<file path="config.mk">
export PLATFORM = sky130hd
export DESIGN_NAME = sr_protect_gate
export DESIGN_NICKNAME = d
export VERILOG_FILES = /design/src/rtl/sr_gate_pkg.sv /design/src/rtl/sr_lock_decide.sv /design/src/rtl/sr_prot_regs.sv /design/src/rtl/sr_resp_pulse.sv /design/src/rtl/sr_protect_gate.sv
export SDC_FILE = /design/constraint.sdc
export NUM_CORES = 1
export LEC_CHECK = 0
export ABC_CLOCK_PERIOD_IN_PS = 990
export BUFFER_PORTS_ARGS = -buffer_cell sky130_fd_sc_hd__buf_4
export CAP_MARGIN = 20
export CORE_AREA = 4 4 41 43
export CTS_CLUSTER_SIZE = 24
export DETAILED_ROUTE_END_ITERATION = 7
export DIE_AREA = 0 0 45 47
export GPL_ROUTABILITY_DRIVEN = 0
export MAX_ROUTING_LAYER = met4
export PLACE_DENSITY = 0.55
export REMOVE_ABC_BUFFERS = 1
export SYNTH_ARGS = -nofsm -noshare
export SYNTH_HDL_FRONTEND = slang
export SYNTH_SLANG_ARGS = --single-unit
</file>
<file path="constraint.sdc">
create_clock -name clk -period 0.99 [get_ports clk]
set_input_delay 0.0495 -clock clk [delete_from_list [all_inputs] [get_ports clk]]
set_output_delay 0.0495 -clock clk [all_outputs]
set_load 0.01 [all_outputs]
</file>
<file path="src/rtl/sr_gate_pkg.sv">
// Shared constants and types for the status register write-protect gate.
// Assumes an 8-bit status byte with the lock-down bit at the top.
package sr_gate_pkg;
    localparam int SR_W     = 8;
    localparam int LOCK_POS = 7;
    localparam int BUSY_POS = 0;
    localparam int WEL_POS  = 1;
    localparam int BP_LSB   = 2;

    typedef enum logic [1:0] {
        RESP_NONE = 2'b00,
        RESP_OK   = 2'b01,
        RESP_REJ  = 2'b10
    } resp_e;
endpackage

</file>
<file path="src/rtl/sr_lock_decide.sv">
// Lock-down decision: a write is allowed unless the pin is low and the lock bit is set.
// Assumes wp_n is already synchronous to clk.
module sr_lock_decide (
    input  logic wp_n,
    input  logic lock_q,
    output logic allow
);
    // Combine the hardware pin with the stored software lock
    always_comb begin
        allow = wp_n || !lock_q;
    end
endmodule

</file>
<file path="src/rtl/sr_prot_regs.sv">
// Storage for the lock-down bit and the block-protect level.
// Assumes wr_en is a single-cycle qualified write from the decision logic.
module sr_prot_regs #(
    parameter int              NUM_BP   = 2,
    parameter logic [NUM_BP-1:0] BP_RESET = '1
) (
    input  logic              clk,
    input  logic              rst_n,
    input  logic              wr_en,
    input  logic              lock_d,
    input  logic [NUM_BP-1:0] bp_d,
    output logic              lock_q,
    output logic [NUM_BP-1:0] bp_q
);
    // Lock-down bit: cleared on reset, loaded on an accepted write
    always_ff @(posedge clk) begin
        if (!rst_n)     lock_q <= 1'b0;
        else if (wr_en) lock_q <= lock_d;
    end

    // One flop per block-protect bit, each with its own reset value
    for (genvar g = 0; g < NUM_BP; g++) begin : g_bp
        always_ff @(posedge clk) begin
            if (!rst_n)     bp_q[g] <= BP_RESET[g];
            else if (wr_en) bp_q[g] <= bp_d[g];
        end
    end
endmodule

</file>
<file path="src/rtl/sr_resp_pulse.sv">
// Registered one-cycle accepted/rejected response for every request.
// Assumes req is never held for more than one cycle per command.
module sr_resp_pulse
    import sr_gate_pkg::*;
(
    input  logic clk,
    input  logic rst_n,
    input  logic req,
    input  logic allow,
    output logic ok,
    output logic rej
);
    resp_e resp_q;

    // Record the outcome of the request sampled at this edge
    always_ff @(posedge clk) begin
        if (!rst_n)   resp_q <= RESP_NONE;
        else if (req) resp_q <= allow ? RESP_OK : RESP_REJ;
        else          resp_q <= RESP_NONE;
    end

    // Decode the stored outcome onto the two pulse outputs
    always_comb begin
        ok  = (resp_q == RESP_OK);
        rej = (resp_q == RESP_REJ);
    end
endmodule

</file>
<file path="src/rtl/sr_protect_gate.sv">
// Top of the status register write-protect gate: decides each write-status request,
// stores the protection fields and assembles the status byte.
// Assumes all inputs are synchronous to clk and wr_req is a one-cycle strobe.
module sr_protect_gate
    import sr_gate_pkg::*;
#(
    parameter int                NUM_BP   = 2,
    parameter logic [NUM_BP-1:0] BP_RESET = '1
) (
    input  logic              clk,
    input  logic              rst_n,
    input  logic              wp_n,
    input  logic              wr_req,
    input  logic [SR_W-1:0]   wr_data,
    input  logic              busy_in,
    input  logic              wel_in,
    output logic [SR_W-1:0]   status,
    output logic              wr_ok,
    output logic              wr_rej,
    output logic [NUM_BP-1:0] bp_level
);
    localparam logic [SR_W-1:0] WR_MASK =
        (SR_W'(1) << LOCK_POS) | (SR_W'((1 << NUM_BP) - 1) << BP_LSB);

    logic              allow;
    logic              lock_q;
    logic [NUM_BP-1:0] bp_q;
    logic [SR_W-1:0]   ignored_unused;

    assign ignored_unused = wr_data & ~WR_MASK;

    sr_lock_decide u_decide (
        .wp_n   (wp_n),
        .lock_q (lock_q),
        .allow  (allow)
    );

    sr_prot_regs #(.NUM_BP(NUM_BP), .BP_RESET(BP_RESET)) u_regs (
        .clk    (clk),
        .rst_n  (rst_n),
        .wr_en  (wr_req && allow),
        .lock_d (wr_data[LOCK_POS]),
        .bp_d   (wr_data[BP_LSB +: NUM_BP]),
        .lock_q (lock_q),
        .bp_q   (bp_q)
    );

    sr_resp_pulse u_resp (
        .clk   (clk),
        .rst_n (rst_n),
        .req   (wr_req),
        .allow (allow),
        .ok    (wr_ok),
        .rej   (wr_rej)
    );

    // Assemble the status byte from stored fields and pass-through flags
    always_comb begin
        status                     = '0;
        status[BUSY_POS]           = busy_in;
        status[WEL_POS]            = wel_in;
        status[BP_LSB +: NUM_BP]   = bp_q;
        status[LOCK_POS]           = lock_q;
    end

    // Export the protect level for the array write path
    always_comb begin
        bp_level = bp_q;
    end
endmodule

</file>
-- After elaboration in Yosys (flattened, before gate mapping)
Index checks and enable logic that the tools add are counted.
- eq/ne operators: 2
- mux-type cells: 1
- reductions and logical operators: 4
- operators with widths (kind ; number):
    equality test 2 x 1 -> 1 bit, second input constant ; 1
    equality test 2 bit, second input constant ; 1
    2-to-1 mux 2 bit ; 1
    AND reduction 2 bit ; 1
    logical AND 1 bit ; 1
    zero test 1 bit ; 1
    logical OR 1 bit ; 1
- bits in registers: 5
- input bits: 14
- logic and storage cells: 11

-- Logic depth before layout (Yosys ltp)
Gate-level depths: netlist of the first run.
- word-level depth: 3
- mapped depth: 3

-- Cells and area by module
A second synthesis of the first run with hierarchy kept.
- cell total of the unflattened synthesis: 26
- area, all modules: 250.2 um^2
- modules (own cells, without submodules) (module ; instances ; cells an instance ; area an instance (um^2) ; seq. area each (um^2)):
    sr_prot_regs ; 1 ; 9 ; 103.8 ; 60.1
    sr_protect_gate ; 1 ; 10 ; 70.1 ; 0.0
    sr_resp_pulse ; 1 ; 6 ; 70.1 ; 40.0
    sr_lock_decide ; 1 ; 1 ; 6.3 ; 0.0

-- Worst setup path after synthesis of the first run
OpenSTA, ideal clock, no wires.
- path kind: register -> register
- start point: reg u_regs.lock_q
- end point: reg u_regs.bp_q[0]
- setup time: 0.123 ns
- arrival: 0.719 ns
- required time: 0.867 ns
- setup slack: 0.148 ns
- cell stages (with the launch flop): 4
- path buffers: 0
- period minus slack after synthesis: 0.842 ns
- path through: dfxtp_1 or2b_1 nand3_1 nand3_1
- word-level cells in the longest chain between the ends: 3
- RTL lines (element ; RTL line ; source):
    from (decl) ; sr_prot_regs.sv:12 ; output logic lock_q,
    from (signal assigned) ; sr_prot_regs.sv:18 ; else if (wr_en) lock_q <= lock_d;
    zero test 1 bit ; sr_lock_decide.sv:10 ; allow = wp_n || !lock_q;
    logical OR 1 bit ; sr_lock_decide.sv:10 ;
    logical AND 1 bit ; sr_protect_gate.sv:41 ; .wr_en (wr_req && allow),
    to (signal, indexed assignment) ; sr_prot_regs.sv:24 ; if (!rst_n) bp_q[g] <= BP_RESET[g];
    to (signal, indexed assignment) ; sr_prot_regs.sv:25 ; else if (wr_en) bp_q[g] <= bp_d[g];
    to (decl) ; sr_prot_regs.sv:13 ; output logic [NUM_BP-1:0] bp_q
No other way between the ends.
A chain may end at the register's enable or synchronous reset.

-- Worst setup path after layout of the first run
- start point: reg u_regs.lock_q
- end point: reg u_regs.bp_q[1]
Same word-level chain as after synthesis.

==> results of run 1 <==
[worst max-delay path: cells and delay by family, from the launching register on]
family	cells	cell delay, ps
and+or+nand+nor	3	430
DFF	1	340
[metal layers]
metal / vias up / GRT usage [%]
li1: 109 / -
met1: 85 / 4.318
met2: 12 / 9.322
met3: 0 / 6.897
met4: 0 / 3.509
met5: - / -
[layout by cell type (no fill, tap or decap)]
cell	netlist	final
a22oi_1	1	1
buf_4	8	13
clkbuf_1	0	1
clkbuf_4	0	3
conb_1	1	3
dfxtp_1	5	5
inv_1	1	1
nand2_1	2	2
nand3_1	4	4
nor2_1	2	2
nor2b_1	4	4
o21ai_0	2	2
or2b_1	1	1
[power breakdown]
| part | leakage (uW) | total (uW) | internal [uW] | switching (uW) |
|---|---|---|---|---|
| clock | 0.0000150 | 231 | 152 | 78.8 |
| sequential | 0.0000414 | 221 | 214 | 7.11 |
| combinational | 0.000111 | 87.5 | 48.3 | 39.2 |
[kinds of logic after synthesis]
family	count (synthesis)	synth area share, %
and+or+nand+nor	13	26.73
other	1	1.484
DFF	5	39.61
AOI/OAI and AO/OA	3	6.932
buffers and inverters	9	25.25
[per-stage QoR]
| step | hold slack [ps] | utilization (%) |
|---|---|---|
| after floorplan | 99.00 | - |
| after global placement | 99.07 | 24.33 |
| after detailed placement | 99.07 | 24.33 |
| after CTS | 6.814 | 26.35 |
| after global routing | 7.801 | 26.35 |
| final | 15.79 | 26.35 |
[layout make-up]
| class | count | share of cell area (%) |
|---|---|---|
| clock buffers | 4 | 7.664 |
| well taps | 15 | 5.474 |
| inverters | 1 | 1.095 |
| repair buffers | 13 | 28.47 |
| flip-flops and latches | 5 | 29.20 |
| multi-input cells | 19 | 28.10 |
[worst paths after layout]
check	slack (ps)	end	cells after the start
worst max-delay path	100	u_regs.bp_q[1]$_SDFFE_PN1P_	3
worst min-delay path	20	u_regs.bp_q[1]$_SDFFE_PN1P_	2
worst min register to register	510	u_regs.bp_q[1]$_SDFFE_PN1P_	2
worst max register to register	100	u_regs.bp_q[1]$_SDFFE_PN1P_	3
[sequential cells by signal (all words and copies together) (netlist names)]
register       flops
u_regs.bp_q        2
u_resp.resp_q      2
u_regs.lock_q      1
==> run_results.csv, run 1 <==
group,metric,value,unit
outcome,status,"finished, final reports clean",
final_layout,final_area,342.8,um^2
routing,antenna_left,0,
yosys,ys.flop_type,"dfxtp_1",
floorplan,row_count,13,
yosys,synth_commonest_cells,"buf_4 (8), dfxtp_1 (5), nand3_1 (4), nor2b_1 (4)",
place,place_ws,100.7,ps
setup_path,crit_top_cell,"nand3_1",
run,cap_violations,0,
final_layout,area_growth,35.64,%
setup_path,cpPeakStageDelay,340,ps
yosys,yosysMostFrequentCell,"buf_4",
clock_network,h-tree-depth,1,
setup_path,cp-end-kind,"register",
setup_path,critPathMaxFanout,4,
global_routing,grt_max_degree,7,
setup_path,arrival,1010,ps
clock_network,postCtsSetupBuffers,0,
power_and_ir_drop,vdd_drop_max,0.8260,mV
routing,routed-wl-met2,194,um
routing,routed.top_layer,"met3",
timing,fin_crit_sh,89.93,%
yosys,syn-cell-area,252.7,um^2
final_layout,seqCellArea,100.1,um^2
routing,wl_met1,197,um
clock_network,cts_max_path_buffers,2,
power_and_ir_drop,cellPowerDensity,1574,nW/um^2
yosys,yosys_warnings,0,
setup_path,timing.rr.start,"u_regs.lock_q$_SDFFE_PN0P_",
timing,hold_violations,0,
global_routing,antenna_found_initial,0,
floorplan,dieArea,2115,um^2
routing,avgRoutedWirePerCell,8.158,um
floorplan,chipWidth,45,um
clock_network,cts_made_buffers,3,
place,place_area,316.6,um^2
worst_hold_path,hold_path.startpoint,"rst_n",
setup_path,cp.required,1110,ps
yosys,synth_top_area_share,39.60,%
clock_network,cts_tree,"done",
timing,rsz0062_at_grt,"no",
yosys,ys_async_sr_fraction,0,%
place,io_buffers,13,
yosys,synth_edf_count,0,
final_layout,stdcell_count,57,
global_routing,grt_pass1_vias,218,
routing,vias,206,
final_layout,drive_above_1_share,38.10,%
timing,setup_violations,0,
clock_network,cts_resized,0,
final_layout,num_antenna_cells,0,
yosys,syn_inst,31,
timing,slew_viol_final,0,
clock_network,clk_pin_slew,40,ps
timing,max_freq,1.123,GHz
clock_network,clock_sinks,5,
yosys,syn_avg_cell_area,8.153,um^2
floorplan,design.core.area,1301,um^2
timing,finClkSkew,0.5611,ps
setup_path,start_kind,"register",
yosys,synth_top_area_cell,"dfxtp_1",
power_and_ir_drop,p_leak,0.0001669,uW
timing,final.min_clock_period,890.3,ps
routing,via_per_inst,3.614,
clock_network,worstSkewPairLatency,240,ps
yosys,synth_cell_types,11,
yosys,synth-seq-cells,5,
routing,drc_errors,0,
routing,drt_iter0_drc,1,
clock_network,clockRootBuffer,"clkbuf_4",
routing,wl_met3,73,um
worst_hold_path,min_path_type,"in -> reg",
setup_path,cp-startpoint,"u_regs.lock_q$_SDFFE_PN0P_",
final_layout,layout.nets,57,
global_routing,track_usage,6.199,%
floorplan,io_pins,26,
routing,drtPass1Iterations,4,
routing,wl,465,um
timing,fin_ws,99.74,ps
floorplan,dieHeight,47,um
setup_path,slowest_stage,"dfxtp_1",
global_routing,overflow,0,
setup_path,path_class,"reg -> reg",
yosys,synth_seq_area_share,39.60,%
place,dp_cells,53,
yosys,synth_area_leaders,"dfxtp_1 (40%), buf_4 (24%), nor2b_1 (9.9%), nand3_1 (7.9%), o21ai_0 (4.0%)",
power_and_ir_drop,p_total,539.7,uW
final_layout,multi_input_area,96.34,um^2
final_layout,fillers,159,
global_routing,grt_pass1_wl,786,um
floorplan,start_util,19.42,%
setup_path,path_cells,"or2b_1 -> nand3_1 -> nand3_1",
clock_network,postCtsHoldBufs,0,
timing,fin_setup_tns,0,ps
Note: power is estimated with default switching activity, not from simulation.
==> run 2, diff against run 1 <==
ABC_CLOCK_PERIOD_IN_PS = 970   (was 990)
clock period = 0.97 ns   (was 0.99 ns; I/O delays follow)
==> run 2 against run 1 <==
Against the previous run: critical path depth is the same; first-iteration DRC count is the same; combinational power is 2% higher; cell area grew 0.36%; sequential share of layout area rose by 0.26 points; die area stayed put.
==> run_results.csv, run 2 (synthesis results as in run 1) <==
group,metric,value,unit
setup_path,crit_top_cell,"nand3_1",
place,place_area,316.6,um^2
timing,slew_viol_final,0,
floorplan,chipWidth,45,um
clock_network,cts_max_path_buffers,2,
routing,antenna_left,0,
setup_path,path_class,"reg -> reg",
clock_network,cts_resized,0,
clock_network,worstSkewPairLatency,240,ps
global_routing,antenna_found_initial,0,
global_routing,overflow,0,
routing,drt_iter0_drc,1,
setup_path,arrival,990,ps
global_routing,grt_pass1_vias,218,
clock_network,cts_tree,"done",
floorplan,dieHeight,47,um
place,io_buffers,13,
floorplan,design.core.area,1301,um^2
timing,setup_violations,0,
final_layout,stdcell_count,57,
global_routing,grt_pass1_wl,786,um
final_layout,layout.nets,57,
timing,hold_violations,0,
timing,final.min_clock_period,867.0,ps
setup_path,start_kind,"register",
clock_network,cts_made_buffers,3,
power_and_ir_drop,p_leak,0.0001672,uW
setup_path,critPathMaxFanout,4,
routing,vias,206,
routing,drc_errors,0,
floorplan,start_util,19.42,%
clock_network,postCtsSetupBuffers,0,
clock_network,clock_sinks,5,
final_layout,seqCellArea,101.3,um^2
routing,wl,465,um
power_and_ir_drop,cellPowerDensity,1602,nW/um^2
global_routing,track_usage,6.199,%
final_layout,final_area,344.1,um^2
timing,fin_setup_tns,0,ps
routing,via_per_inst,3.614,
place,dp_cells,53,
final_layout,num_antenna_cells,0,
power_and_ir_drop,vdd_drop_max,0.8430,mV
final_layout,layout.cells.most_common,"buf_4",
run,cap_violations,0,
final_layout,area_growth,36.14,%
floorplan,row_count,13,
setup_path,cpPeakStageDelay,330,ps
setup_path,slowest_stage,"dfxtp_2",
final_layout,final_core_util,26.44,%
routing,drtPass1Iterations,4,
outcome,status,"finished, final reports clean",
worst_hold_path,min_path_type,"in -> reg",
setup_path,cp-end-kind,"register",
clock_network,h-tree-depth,1,
routing,avgRoutedWirePerCell,8.158,um
timing,max_freq,1.153,GHz
final_layout,layout_common_cells,"buf_4 (13), nor2b_1 (4), nand3_1 (4), dfxtp_1 (4)",
timing,rsz0062_at_grt,"no",
timing,finClkSkew,0.5611,ps
setup_path,cp.required,1090,ps
final_layout,top_regs,"u_regs.bp_q: 2 flops, u_resp.resp_q: 2 flops, u_regs.lock_q: 1 flops",
clock_network,clockRootBuffer,"clkbuf_4",
final_layout,fillers,158,
final_layout,drive_above_1_share,40.48,%
clock_network,clk_pin_slew,40,ps
global_routing,grt_max_degree,7,
clock_network,postCtsHoldBufs,0,
floorplan,io_pins,26,
timing,fin_crit_sh,89.38,%
setup_path,path_cells,"or2b_1 -> nand3_1 -> nand3_1",
floorplan,dieArea,2115,um^2
final_layout,multi_input_area,96.34,um^2
## run 2: cell types whose count changed in the layout (fill, tap and decap cells not counted)
cell | before | now
dfxtp_1 | 5 | 4
dfxtp_2 | 0 | 1
## run 2: power breakdown
group / internal [uW] / total (uW) / switching [uW]
logic: 49.3 / 89.4 / 40.0
clock network: 155 / 236 / 80.4
registers: 219 / 226 / 7.26
total: 424 / 551 / 128
## run 2: path summary, 6_finish.rpt
path                                    start                          end  slack [ps]  cells past startpoint
setup / recovery   u_regs.lock_q$_SDFFE_PN0P_  u_regs.bp_q[1]$_SDFFE_PN1P_         100                      3
hold / removal                          rst_n  u_regs.bp_q[1]$_SDFFE_PN1P_          10                      2
setup reg to reg   u_regs.lock_q$_SDFFE_PN0P_  u_regs.bp_q[1]$_SDFFE_PN1P_         100                      3
hold reg to reg   u_regs.bp_q[1]$_SDFFE_PN1P_  u_regs.bp_q[1]$_SDFFE_PN1P_         510                      2
## run 2: cell type report
class / count / area share (%)
multi-input combinational: 19 / 28.00
inverter: 1 / 1.091
timing repair buffer: 13 / 28.36
sequential: 5 / 29.45
clock buffer: 4 / 7.636
tap: 15 / 5.455
## run 2: worst max-delay path, delay by kind of cell (launching register included)
kind	cells	cell delay (ps)
simple gates	3	420
flops	1	330
## run 2: layer usage
layer	GRT usage (%)	part of all wire [%]	vias up	wire, um
met2	9.322	42	12	194
met4	3.509	0	0	0
met5	-	0	-	0
met3	6.897	16	0	73
li1	-	-	109	-
met1	4.318	42	85	197
## run 2: through the flow
step / power, uW / hold WS (ps) / worst slack (ps)
after CTS: 566.1 / 5.814 / 71.66
after global routing: 610.3 / 6.801 / 16.68
final: 551.3 / 14.79 / 103.0
after global placement: 319.2 / 97.07 / 80.27
after detailed placement: 320.4 / 97.07 / 80.73
after floorplan: 265.4 / 97.00 / 66.99
